[config.mk]
export PLATFORM = sky130hd
export DESIGN_NAME = sem_token_unit
export DESIGN_NICKNAME = d
export VERILOG_FILES = /design/src/rtl/sem_token_pkg.sv /design/src/rtl/sem_port_decode.sv /design/src/rtl/sem_token_cell.sv /design/src/rtl/sem_read_capture.sv /design/src/rtl/sem_token_unit.sv
export SDC_FILE = /design/constraint.sdc
export NUM_CORES = 1
export LEC_CHECK = 0
export BUFFER_PORTS_ARGS = -buffer_cell sky130_fd_sc_hd__buf_4
export CAP_MARGIN = 15
export CELL_PAD_IN_SITES_DETAIL_PLACEMENT = 1
export CELL_PAD_IN_SITES_GLOBAL_PLACEMENT = 2
export CORE_MARGIN = 2
export CORE_UTILIZATION = 28
export CTS_CLUSTER_DIAMETER = 60
export DETAILED_ROUTE_END_ITERATION = 10
export PLACE_DENSITY_LB_ADDON = 0.1
export SYNTH_ARGS = -nofsm -noshare
export SYNTH_HDL_FRONTEND = slang
export SYNTH_HIERARCHICAL = 1
export SYNTH_SLANG_ARGS = --single-unit
[constraint.sdc]
create_clock -name clk -period 2.3 [get_ports clk]
set_clock_uncertainty 0.1 [all_clocks]
set_input_delay 0.575 -clock clk [delete_from_list [all_inputs] [get_ports clk]]
set_output_delay 0.575 -clock clk [all_outputs]
set_load 0.01 [all_outputs]
[src/rtl/sem_token_pkg.sv]
// Shared constants and types for the two-port semaphore unit.
// Assumes exactly eight tokens, picked by the low three address bits.
package sem_token_pkg;
    localparam int TOK_COUNT = 8;
    localparam int TOK_IDX_W = $clog2(TOK_COUNT);

    // Who currently holds a token.
    typedef enum logic [1:0] {
        TOK_FREE  = 2'd0,
        TOK_LEFT  = 2'd1,
        TOK_RIGHT = 2'd2
    } tok_owner_e;

    // One port's decoded request for the current cycle.
    typedef struct packed {
        logic                 wr_ok;
        logic                 rd_ok;
        logic [TOK_IDX_W-1:0] idx;
        logic                 wbit;
    } port_req_t;
endpackage

[src/rtl/sem_port_decode.sv]
// Qualifies one port's strobes and splits them into a per-token write
// vector. Assumes select and chip enable are active low and that token
// access requires select low with chip enable high.
module sem_port_decode
    import sem_token_pkg::*;
#(
    parameter int ADDR_W = 14,
    parameter int DATA_W = 16
) (
    input  logic              sel_n,
    input  logic              ce_n,
    input  logic              wr,
    input  logic              rd,
    input  logic [ADDR_W-1:0] addr,
    input  logic [DATA_W-1:0] wdata,
    output port_req_t         req,
    output logic [TOK_COUNT-1:0] wr_hot
);
    logic access_ok;

    // Decide whether this cycle is a legal token access and build the request.
    always_comb begin
        access_ok  = !sel_n && ce_n;
        req.wr_ok  = access_ok && wr;
        req.rd_ok  = access_ok && rd;
        req.idx    = addr[TOK_IDX_W-1:0];
        req.wbit   = wdata[0];
    end

    // Expand the write into a one-hot vector across the tokens.
    generate
        for (genvar t = 0; t < TOK_COUNT; t++) begin : g_hot
            assign wr_hot[t] = req.wr_ok && (req.idx == TOK_IDX_W'(t));
        end
    endgenerate
endmodule

[src/rtl/sem_token_cell.sv]
// One token latch: tracks the owner and a waiting request per side.
// A waiting request turns into ownership on the edge of the owner's release.
// Simultaneous requests on a free token favour the left side.
module sem_token_cell
    import sem_token_pkg::*;
(
    input  logic clk,
    input  logic rst_n,
    input  logic l_wr,
    input  logic l_bit,
    input  logic r_wr,
    input  logic r_bit,
    output logic held_l,
    output logic held_r
);
    tok_owner_e own_q, own_d;
    logic       wait_l_q, wait_l_d;
    logic       wait_r_q, wait_r_d;
    logic       l_req, l_rel, r_req, r_rel;
    logic       wait_l_upd, wait_r_upd;

    // Classify this cycle's writes from each side.
    always_comb begin
        l_req = l_wr && !l_bit;
        l_rel = l_wr &&  l_bit;
        r_req = r_wr && !r_bit;
        r_rel = r_wr &&  r_bit;
    end

    // Waiting flags updated by each side's own write (request sets, release clears).
    always_comb begin
        wait_l_upd = l_req ? 1'b1 : (l_rel ? 1'b0 : wait_l_q);
        wait_r_upd = r_req ? 1'b1 : (r_rel ? 1'b0 : wait_r_q);
    end

    // Next owner and waiting state.
    always_comb begin
        own_d    = own_q;
        wait_l_d = 1'b0;
        wait_r_d = 1'b0;
        unique case (own_q)
            TOK_FREE: begin
                if (l_req) begin
                    own_d    = TOK_LEFT;
                    wait_r_d = r_req;
                end else if (r_req) begin
                    own_d = TOK_RIGHT;
                end
            end
            TOK_LEFT: begin
                if (l_rel) begin
                    own_d = wait_r_upd ? TOK_RIGHT : TOK_FREE;
                end else begin
                    wait_r_d = wait_r_upd;
                end
            end
            TOK_RIGHT: begin
                if (r_rel) begin
                    own_d = wait_l_upd ? TOK_LEFT : TOK_FREE;
                end else begin
                    wait_l_d = wait_l_upd;
                end
            end
            default: own_d = TOK_FREE;
        endcase
    end

    // State registers with synchronous reset.
    always_ff @(posedge clk) begin
        if (!rst_n) begin
            own_q    <= TOK_FREE;
            wait_l_q <= 1'b0;
            wait_r_q <= 1'b0;
        end else begin
            own_q    <= own_d;
            wait_l_q <= wait_l_d;
            wait_r_q <= wait_r_d;
        end
    end

    // Ownership flags seen by the read paths.
    always_comb begin
        held_l = (own_q == TOK_LEFT);
        held_r = (own_q == TOK_RIGHT);
    end
endmodule

[src/rtl/sem_read_capture.sv]
// Per-port read register: on a valid read it loads the port's view of the
// addressed token onto every data bit and holds it until the next read.
// Assumes the view is 0 when this port owns the token and 1 otherwise.
module sem_read_capture
    import sem_token_pkg::*;
#(
    parameter int DATA_W = 16
) (
    input  logic                 clk,
    input  logic                 rst_n,
    input  port_req_t            req,
    input  logic [TOK_COUNT-1:0] view,
    output logic [DATA_W-1:0]    rdata
);
    // Capture the selected view, replicated across the data width.
    always_ff @(posedge clk) begin
        if (!rst_n) begin
            rdata <= '1;
        end else if (req.rd_ok) begin
            rdata <= {DATA_W{view[req.idx]}};
        end
    end
endmodule

[src/rtl/sem_token_unit.sv]
// Two-port semaphore unit: eight token latches shared by a left and a right
// port, with per-port decode and captured read data. All ports are sampled
// on the rising edge of clk; reset is synchronous and active low.
module sem_token_unit
    import sem_token_pkg::*;
#(
    parameter int ADDR_W = 14,
    parameter int DATA_W = 16
) (
    input  logic              clk,
    input  logic              rst_n,
    input  logic              l_sel_n,
    input  logic              l_ce_n,
    input  logic              l_wr,
    input  logic              l_rd,
    input  logic [ADDR_W-1:0] l_addr,
    input  logic [DATA_W-1:0] l_wdata,
    output logic [DATA_W-1:0] l_rdata,
    input  logic              r_sel_n,
    input  logic              r_ce_n,
    input  logic              r_wr,
    input  logic              r_rd,
    input  logic [ADDR_W-1:0] r_addr,
    input  logic [DATA_W-1:0] r_wdata,
    output logic [DATA_W-1:0] r_rdata
);
    port_req_t            l_req, r_req;
    logic [TOK_COUNT-1:0] l_hot, r_hot;
    logic [TOK_COUNT-1:0] held_l, held_r;
    logic [TOK_COUNT-1:0] view_l, view_r;

    sem_port_decode #(.ADDR_W(ADDR_W), .DATA_W(DATA_W)) u_dec_l (
        .sel_n(l_sel_n), .ce_n(l_ce_n), .wr(l_wr), .rd(l_rd),
        .addr(l_addr), .wdata(l_wdata), .req(l_req), .wr_hot(l_hot)
    );

    sem_port_decode #(.ADDR_W(ADDR_W), .DATA_W(DATA_W)) u_dec_r (
        .sel_n(r_sel_n), .ce_n(r_ce_n), .wr(r_wr), .rd(r_rd),
        .addr(r_addr), .wdata(r_wdata), .req(r_req), .wr_hot(r_hot)
    );

    generate
        for (genvar t = 0; t < TOK_COUNT; t++) begin : g_tok
            sem_token_cell u_cell (
                .clk(clk), .rst_n(rst_n),
                .l_wr(l_hot[t]), .l_bit(l_req.wbit),
                .r_wr(r_hot[t]), .r_bit(r_req.wbit),
                .held_l(held_l[t]), .held_r(held_r[t])
            );
        end
    endgenerate

    // Each side reads 0 only for tokens it owns.
    always_comb begin
        view_l = ~held_l;
        view_r = ~held_r;
    end

    sem_read_capture #(.DATA_W(DATA_W)) u_cap_l (
        .clk(clk), .rst_n(rst_n), .req(l_req), .view(view_l), .rdata(l_rdata)
    );

    sem_read_capture #(.DATA_W(DATA_W)) u_cap_r (
        .clk(clk), .rst_n(rst_n), .req(r_req), .view(view_r), .rdata(r_rdata)
    );
endmodule

# [After elaboration in Yosys (flattened, before gate mapping)]
# Cells that the tools add are included.
[classes] n_bitwise=11 n_eq_ne=54 n_lt_le_gt_ge=2 n_mux=116 n_reduce_logical=84
[ops] cell="2-bit two-way mux" n=40
[ops] cell="1-bit two-way mux" n=58
[ops] cell="1-bit logical AND" n=54
[ops] cell="2-bit one-hot mux with 3 select lines" n=8
[ops] cell="2-bit != test, second input constant" n=16
[ops] cell="3-bit equality test, second input constant" n=8
[ops] cell="3-bit by 1-bit != test with 1-bit output, second input constant" n=8
[ops] cell="3-bit AND reduction" n=8
[ops] cell="3-bit OR reduction" n=8
[ops] cell="2-bit by 1-bit equality test with 1-bit output, second input constant" n=8
[ops] cell="2-bit equality test, second input constant" n=8
[ops] cell="2-bit logical NOT" n=8
[ops] cell="8-bit NOT" n=2
[ops] cell="1-bit one-hot mux with 2 select lines" n=8
[ops] cell="3-bit by 2-bit equality test with 1-bit output, second input constant" n=4
[ops] cell="1-bit NOT" n=9
[ops] cell="3-bit by 4-bit < comparator with 1-bit output, second input constant" n=2
[ops] cell="1-bit binary-select mux with 3-bit select" n=2
[ops] cell="3-bit by 1-bit equality test with 1-bit output, second input constant" n=2
[ops] cell="3-bit logical NOT" n=2
[ops] cell="1-bit logical NOT" n=4
[word_totals] out_inout_bits=32 regBits=34

# [Logic depth before layout (Yosys ltp)]
# Gate-level depths: netlist of run 1.
[logic_depth] word_depth=10 ltp_mapped=6

# [Cells and area by module]
# The synthesis of run 1 kept the hierarchy.
[by_module_without_submodules] mod="sem_token_cell" n_inst=8 cells_each=29 seq_area_each_um2=80.1 area_each_um2=247.7
[by_module_without_submodules] mod="sem_read_capture" n_inst=2 cells_each=25 seq_area_each_um2=20.0 area_each_um2=220.2
[by_module_without_submodules] mod="sem_port_decode" n_inst=2 cells_each=20 seq_area_each_um2=0.0 area_each_um2=128.9
[by_module_without_submodules] mod="sem_token_unit" n_inst=1 cells_each=16 seq_area_each_um2=0.0 area_each_um2=60.1

# [Worst setup path before layout of run 1]
# Ideal clock, no wire load.
[synth_timing] path_kind="input to register" startpoint="in r_sel_n" endpoint="reg g_tok[4].u_cell.wait_r_q" slack_ps=257 setup_ps=66 path_stages=5 arrival_ps=1877 path_cell_list="or3b_4 nor3_2 inv_2 or4b_4 a21oi_2"
[synth_between] elab_chain_len=9 elab_cells_between_ends=11 cone_classes="5 x mux; 6 x reduce/logical"
[synth_rtl] item="from (decl)" line_no="sem_token_unit.sv:19" source="input logic r_sel_n,"
[synth_rtl] item="1-bit logical NOT *" line_no="sem_port_decode.sv:23" source="access_ok = !sel_n && ce_n;"
[synth_rtl] item="1-bit logical AND *" line_no="sem_port_decode.sv:23"
[synth_rtl] item="1-bit logical AND *" line_no="sem_port_decode.sv:24" source="req.wr_ok = access_ok && wr;"
[synth_rtl] item="1-bit logical AND *" line_no="sem_port_decode.sv:33" source="assign wr_hot[t] = req.wr_ok && (req.idx == TOK_IDX_W'(t));"
[synth_rtl] item="named net r_hot[4]" line_no="sem_token_unit.sv:28" source="logic [TOK_COUNT-1:0] l_hot, r_hot;"
[synth_rtl] item="1-bit logical AND" line_no="sem_token_cell.sv:27" source="r_rel = r_wr && r_bit;"
[synth_rtl] item="1-bit two-way mux (2 in a row)" line_no="sem_token_cell.sv:33" source="wait_r_upd = r_req ? 1'b1 : (r_rel ? 1'b0 : wait_r_q);"
[synth_rtl] item="1-bit two-way mux" line_no="sem_token_cell.sv:51" source="if (l_rel) begin"
[synth_rtl] item="1-bit one-hot mux with 2 select lines *" line_no="sem_token_cell.sv:41" source="unique case (own_q)"
[synth_rtl] item="to (signal assigned)" line_no="sem_token_cell.sv:77" source="wait_r_q <= wait_r_d;"
[synth_rtl] item="to (decl)" line_no="sem_token_cell.sv:18" source="logic wait_r_q, wait_r_d;"
# Mark *: on every way through the listed nets, which the timed path passes. The rest lies on a longest branch.
# A chain may end at the register's enable or synchronous reset.

# [Worst setup path after layout of run 1]
# Same ends and word-level chain as after synthesis.

==> metrics.txt, run 1 <==
per-cell routed wire length=between 15 and 20 µm; hold buffers post-CTS=0; Skew-Pair Late Insertion Delay=between 0.2 and 0.3 ns; pin count of the biggest net entering global routing=35; worst-case register-to-register setup slack=around 0.51 ns; cell count after synthesis=approximately 340; initial antenna violation count=0; total routed wirelength=just under 8000 µm; worst-case reg-to-reg path depth=5; number of sinks driven by the clock tree=34; Worst Hold Endpoint=g_tok[1].u_cell/wait_r_q; most crowded layer after global routing=met2; buffer levels on the longest clock path=2; post-synthesis area per instance=8.10 µm²; gr usage total=approximately 15%; netlist area before placement=2720 µm²; maximum vdd drop=between 0.00015 and 0.0002 V; setup TNS=0 ns; fraction of met2 tracks used by global routing=between 20 and 30%; final hold vios=0; measured slew at the worst slew-check pin=between 0.5 and 0.6 ns; Synthesized Nets=roughly 410; power density normalized to cell area=a little under 400 nW/µm²; routability congestion estimate=0.742; die span in x=103 µm; met3 track demand over resource=between 2 and 3%; worst hold slack across all endpoints=about 0.5 ns; number of vias in the routed layout=around 2500; count of max-cap constraint violations=0; IO Port Bufs=49; total grt overflow=0; First-pass DRT Iterations=4; number of instances resized during post-cts repair=0; remaining design rule violation count=0; LEAKAGE=around 1.2 nW; Final Max Tran Viols=0; synth-to-layout area growth=17.5%; antenna viol nets, final=0; worst setup path category=in -> reg; required time at the endpoint of the critical path=2.42 ns; vertical extent of the die=just over 100 µm; run status=completed; Worst Path Max Fanout=4; placeable core region=approximately 9300 µm²; Data arrival, critical path=~2.1 ns; Final HPWL DP=between 5000 and 6000 µm; Critical Path Start Type=input pin; number of vias per cell=between 4 and 5; via count of the first global-routing pass=2522; kind of end point of the critical path=flop; drt initial violations=83; global routing met1 resource utilization=between 10% and 20%; Root Driver=sky130_fd_sc_hd__clkbuf_8; Synth warnings=6; Post-CTS Setup Bufs=0; setup repair after global routing missed its margin=false; launch instance of the worst register-to-register path=g_tok[7].u_cell/own_q[0]; minimum clock period=1.97 ns; CTS HTree Levels=2; share of layout cells above drive strength 1=32.3%; wire length of the first global-routing pass=approximately 13000 µm; TritonCTS clock tree=done; Num CTS Buffers=5; setup violators final=0; number of ports placed on the die boundary=a little over 100; class of the worst hold path=reg -> reg; area enclosed by the die boundary=around 11000 µm²; Initial Utilization=between 20% and 30%; clock slew at reported path FFs=roughly 0.070 ns; cell depth of the worst min-delay path=2; launch instance of the worst min-delay path=g_tok[1].u_cell/wait_r_q; relative slew slack=between 60% and 70%; number of inserted diodes=0; Final #Nets=~440; endpoint of the worst-slack reg-to-reg timing path=u_cap_l/rdata[0]; final worst-path cycle share=between 80% and 90%; FMAX=approximately 0.5 GHz; row cnt=35
==> worst max path at each step <==
stage | startpoint | to | slack [ns] | cells past startpoint
floorplan | r_sel_n | g_tok[4].u_cell/wait_r_q | 0.26 | 5
global route | r_sel_n | g_tok[4].u_cell/wait_r_q | 0.27 | 6
global placement | r_sel_n | g_tok[4].u_cell/wait_r_q | 0.03 | 6
finish | r_sel_n | g_tok[4].u_cell/wait_r_q | 0.33 | 6
CTS | r_sel_n | g_tok[4].u_cell/wait_r_q | 0.32 | 6
detailed placement | r_sel_n | g_tok[4].u_cell/wait_r_q | 0.02 | 6
==> worst max-delay path, cell delays in order <==
cell,delay (ns)
sky130_fd_sc_hd__buf_4,0.12
sky130_fd_sc_hd__or3b_4,0.42
sky130_fd_sc_hd__nor3_2,0.29
sky130_fd_sc_hd__inv_2,0.06
sky130_fd_sc_hd__or4b_4,0.49
sky130_fd_sc_hd__a21oi_2,0.14
==> final cells by class <==
class                   count  area (µm²)
multi-input cells         224        1600
flip-flops and latches     34         681
clock buffers               7        76.3
fillers                  1155        6130
inverters                  32         120
well taps                 129         161
repair buffers             75         563
==> stage by stage <==
stage | setup slack (ns) | util [%] | area, µm² | power [mW] | cells
4_1_cts | 0.322 | 34.3 | 3200 | 1.28 | 501
6_report | 0.328 | 34.3 | 3200 | 1.25 | 501
3_5_place_dp | 0.0167 | 33.5 | 3120 | 0.832 | 494
5_1_grt | 0.266 | 34.3 | 3200 | 1.33 | 501
3_3_place_gp | 0.0288 | 33.5 | 3120 | 0.831 | 494
2_1_floorplan | 0.257 | - | 2720 | 0.762 | 336
==> registers in the layout (all words and copies together), names as in the netlist <==
signal and flops:
u_cap_r/rdata 1, g_tok.u_cell/own_q 16, g_tok.u_cell/wait_r_q 8, g_tok.u_cell/wait_l_q 8, u_cap_l/rdata 1
==> layout by cell type, fill, tap and decap left out, types with 18 or more instances in the layout <==
cell type and instances:
sky130_fd_sc_hd__buf_4 75, sky130_fd_sc_hd__dfxtp_1 34, sky130_fd_sc_hd__inv_1 24, sky130_fd_sc_hd__nand2_1 26, sky130_fd_sc_hd__nand2b_1 20, sky130_fd_sc_hd__nand3b_1 20, sky130_fd_sc_hd__nor2_1 20, sky130_fd_sc_hd__nor2b_1 18
sky130_fd_sc_hd__o21ai_0 18
==> per-layer routing <==
layer | share of wire, % | routed length [µm] | vias up
li1 | - | - | 1249
met1 | 48 | 3670 | 1201
met2 | 48 | 3720 | 39
met3 | 2.8 | 216 | 9
met4 | 1.5 | 119 | 0
met5 | 0 | 0 | -
==> power by group <==
group	internal (mW)	switching, mW
Clock	0.209	0.228
Combinational	0.103	0.102
Sequential	0.594	0.0160
No activity file was read; power rests on OpenSTA's default activity.
==> inputs of run 2 (changes only) <==
- CORE_UTILIZATION: 28 -> 25
- clock period: 2.3 -> 1.7 ns (I/O delays scaled with it)
==> metrics.txt, run 2 (synthesized netlist as in run 1, its figures left out) <==
run status=finished with violations; violations in the final reports=negative setup slack; count of max-cap constraint violations=0 (unchanged); pin count of the biggest net entering global routing=33 (-5.7%); cell count after placement=558 (+13%); total routed wirelength=8480 µm (+9.8%); TritonCTS clock tree=done; die span in x=108 µm (+5.6%); total grt overflow=0 (unchanged); Combinational Power Share=19.6% (+3.2 points); power density normalized to cell area=467 nW/µm² (+19%); Critical Path Start Type=input pin; antenna viol nets, final=0 (unchanged); IO Port Bufs=49 (unchanged); commonest cells after routing, fill and taps aside=sky130_fd_sc_hd__buf_4 (125), sky130_fd_sc_hd__dfxtp_1 (32), sky130_fd_sc_hd__nand2_1 (25), sky130_fd_sc_hd__inv_1 (24), sky130_fd_sc_hd__nand3b_1 (20); Final HPWL DP=6410 µm (+13%); per-cell routed wire length=14.8 µm (-3.7%); Data arrival, critical path=1.85 ns (-0.24 ns); gr usage total=15.2% (-0.21 points); master of the slowest instance on the critical path=sky130_fd_sc_hd__or4b_4; fraction of power consumed by the clock network=34.4% (-0.5 points); Initial Utilization=25.3% (-3.9 points); setup violators final=3 (+3); number of ports placed on the die boundary=102 (unchanged); synth-to-layout area growth=40.0%; Worst Path Max Fanout=4 (unchanged); vertical extent of the die=108 µm (+5.6%); most common cell after layout, fill and taps aside=sky130_fd_sc_hd__buf_4; setup repair after global routing missed its margin=true; Num CTS Buffers=5 (unchanged); Final Max Tran Viols=0 (unchanged); placeable core region=10700 µm² (+15%); Switching Share=29.1% (+1.5 points); minimum setup slack after placement=-0.394 ns (-0.411 ns); top register by number of flip-flops=g_tok.u_cell/own_q; number of vias per cell=4.72 (-5.4%); number of sinks driven by the clock tree=34 (unchanged); hold buffers post-CTS=0 (unchanged); Skew-Pair Late Insertion Delay=0.30 ns (+0.02 ns); final non-filler cell total=571 (+14%); final worst-path cycle share=101%; initial antenna violation count=0 (unchanged); row cnt=38 (+8.6%); kind of end point of the critical path=flop; final hold vios=0 (unchanged); post-layout total power=1.78 mW (+42%); worst hold slack across all endpoints=0.422 ns (-0.0790 ns); worst setup path category=in -> reg; fin worst setup slack=-0.0185 ns (-0.347 ns); area enclosed by the die boundary=11700 µm² (+12%); required time at the endpoint of the critical path=1.83 ns (-0.59 ns); register share of total power=46.1% (-2.6 points); class of the worst hold path=in -> reg; number of vias in the routed layout=2694 (+7.8%); LEAKAGE=1.51 nW (+29%); number of inserted diodes=0 (unchanged); maximum vdd drop=0.000242 V (+25%); FMAX=0.582 GHz; First-pass DRT Iterations=4 (unchanged); wire length of the first global-routing pass=14000 µm (+9.2%); via count of the first global-routing pass=2804 (+11%); largest registers=g_tok.u_cell/own_q x16, g_tok.u_cell/wait_l_q x8, g_tok.u_cell/wait_r_q x8; clock slew at reported path FFs=0.08 ns (about the same); CTS HTree Levels=2 (unchanged); count of buffering cells on the critical path with inverters included=2 (unchanged); crit path cell chain=buf_8 -> or3b_4 -> nor3_4 -> inv_2 -> or4b_4 -> a21oi_2; biggest cell delay along the critical path=0.48 ns (about the same); setup TNS=-0.0394 ns (-0.0394 ns); remaining design rule violation count=0 (unchanged); relative slew slack=65.9% (+2.3 points); buffer levels on the longest clock path=2 (unchanged); minimum clock period=between 1.5 and 2 ns; measured slew at the worst slew-check pin=0.511 ns (-0.0345 ns); routability congestion estimate=0.772 (+4.0%); share of layout cells above drive strength 1=46.6% (+14 points); Largest register FFs=16 (unchanged); design internal power=1.26 mW (+39%); Final #Nets=501 (+13%); Root Driver=sky130_fd_sc_hd__clkbuf_8; gate family responsible for the most delay along the worst path=simple AND/OR/NAND/NOR gates; drt initial violations=65 (-22%); Switching Power=0.518 mW (+50%)
run 2: area by class of cell:
type | instances | area [µm²]
multi-input cells | 224 | 1710
fillers | 1287 | 6930
inverters | 32 | 120
clock buffers | 5 | 68.8
flip-flops and latches | 34 | 683
clock inverters | 2 | 10.0
well taps | 140 | 175
repair buffers | 134 | 1040
run 2: through the flow:
stage	util, %	instance area, µm²
global route	35.5	3810
CTS	34.6	3720
global placement	33.2	3570
finish	35.5	3810
floorplan	-	2760
detailed placement	33.2	3570
run 2: final timing paths:
kind,from,to,slack (ns),cells past startpoint
setup / recovery,r_addr[0],g_tok[4].u_cell/wait_r_q,-0.02,6
hold / removal,rst_n,u_cap_r/rdata[0],0.42,2
setup reg to reg,g_tok[7].u_cell/own_q[1],u_cap_r/rdata[0],0.02,5
hold reg to reg,g_tok[5].u_cell/wait_r_q,g_tok[5].u_cell/wait_r_q,0.50,2
run 2: power groups by stage:
stage                     Combinational, mW  Sequential (mW)  Clock (mW)
final                                 0.349            0.820       0.612
after global routing                  0.379            0.823       0.673
after CTS                             0.340            0.821       0.640
after detailed placement              0.330            0.839           0
after global placement                0.328            0.838           0
after floorplan                       0.203            0.834           0
run 2: timing repair:
item,in CTS,in global routing
pin swaps,9,13
buffers inserted,4,2
resized for setup,13,22
setup endpoints to repair,28,37
cloned,0,0
run 2: per-layer routing:
layer / up-vias / global-route usage (%) / share of wire [%]
met5: - / 0 / 0
met4: 0 / 3.48 / 1.0
met3: 8 / 2.59 / 2.6
met2: 38 / 27.3 / 50
met1: 1281 / 19.0 / 46
li1: 1367 / - / -
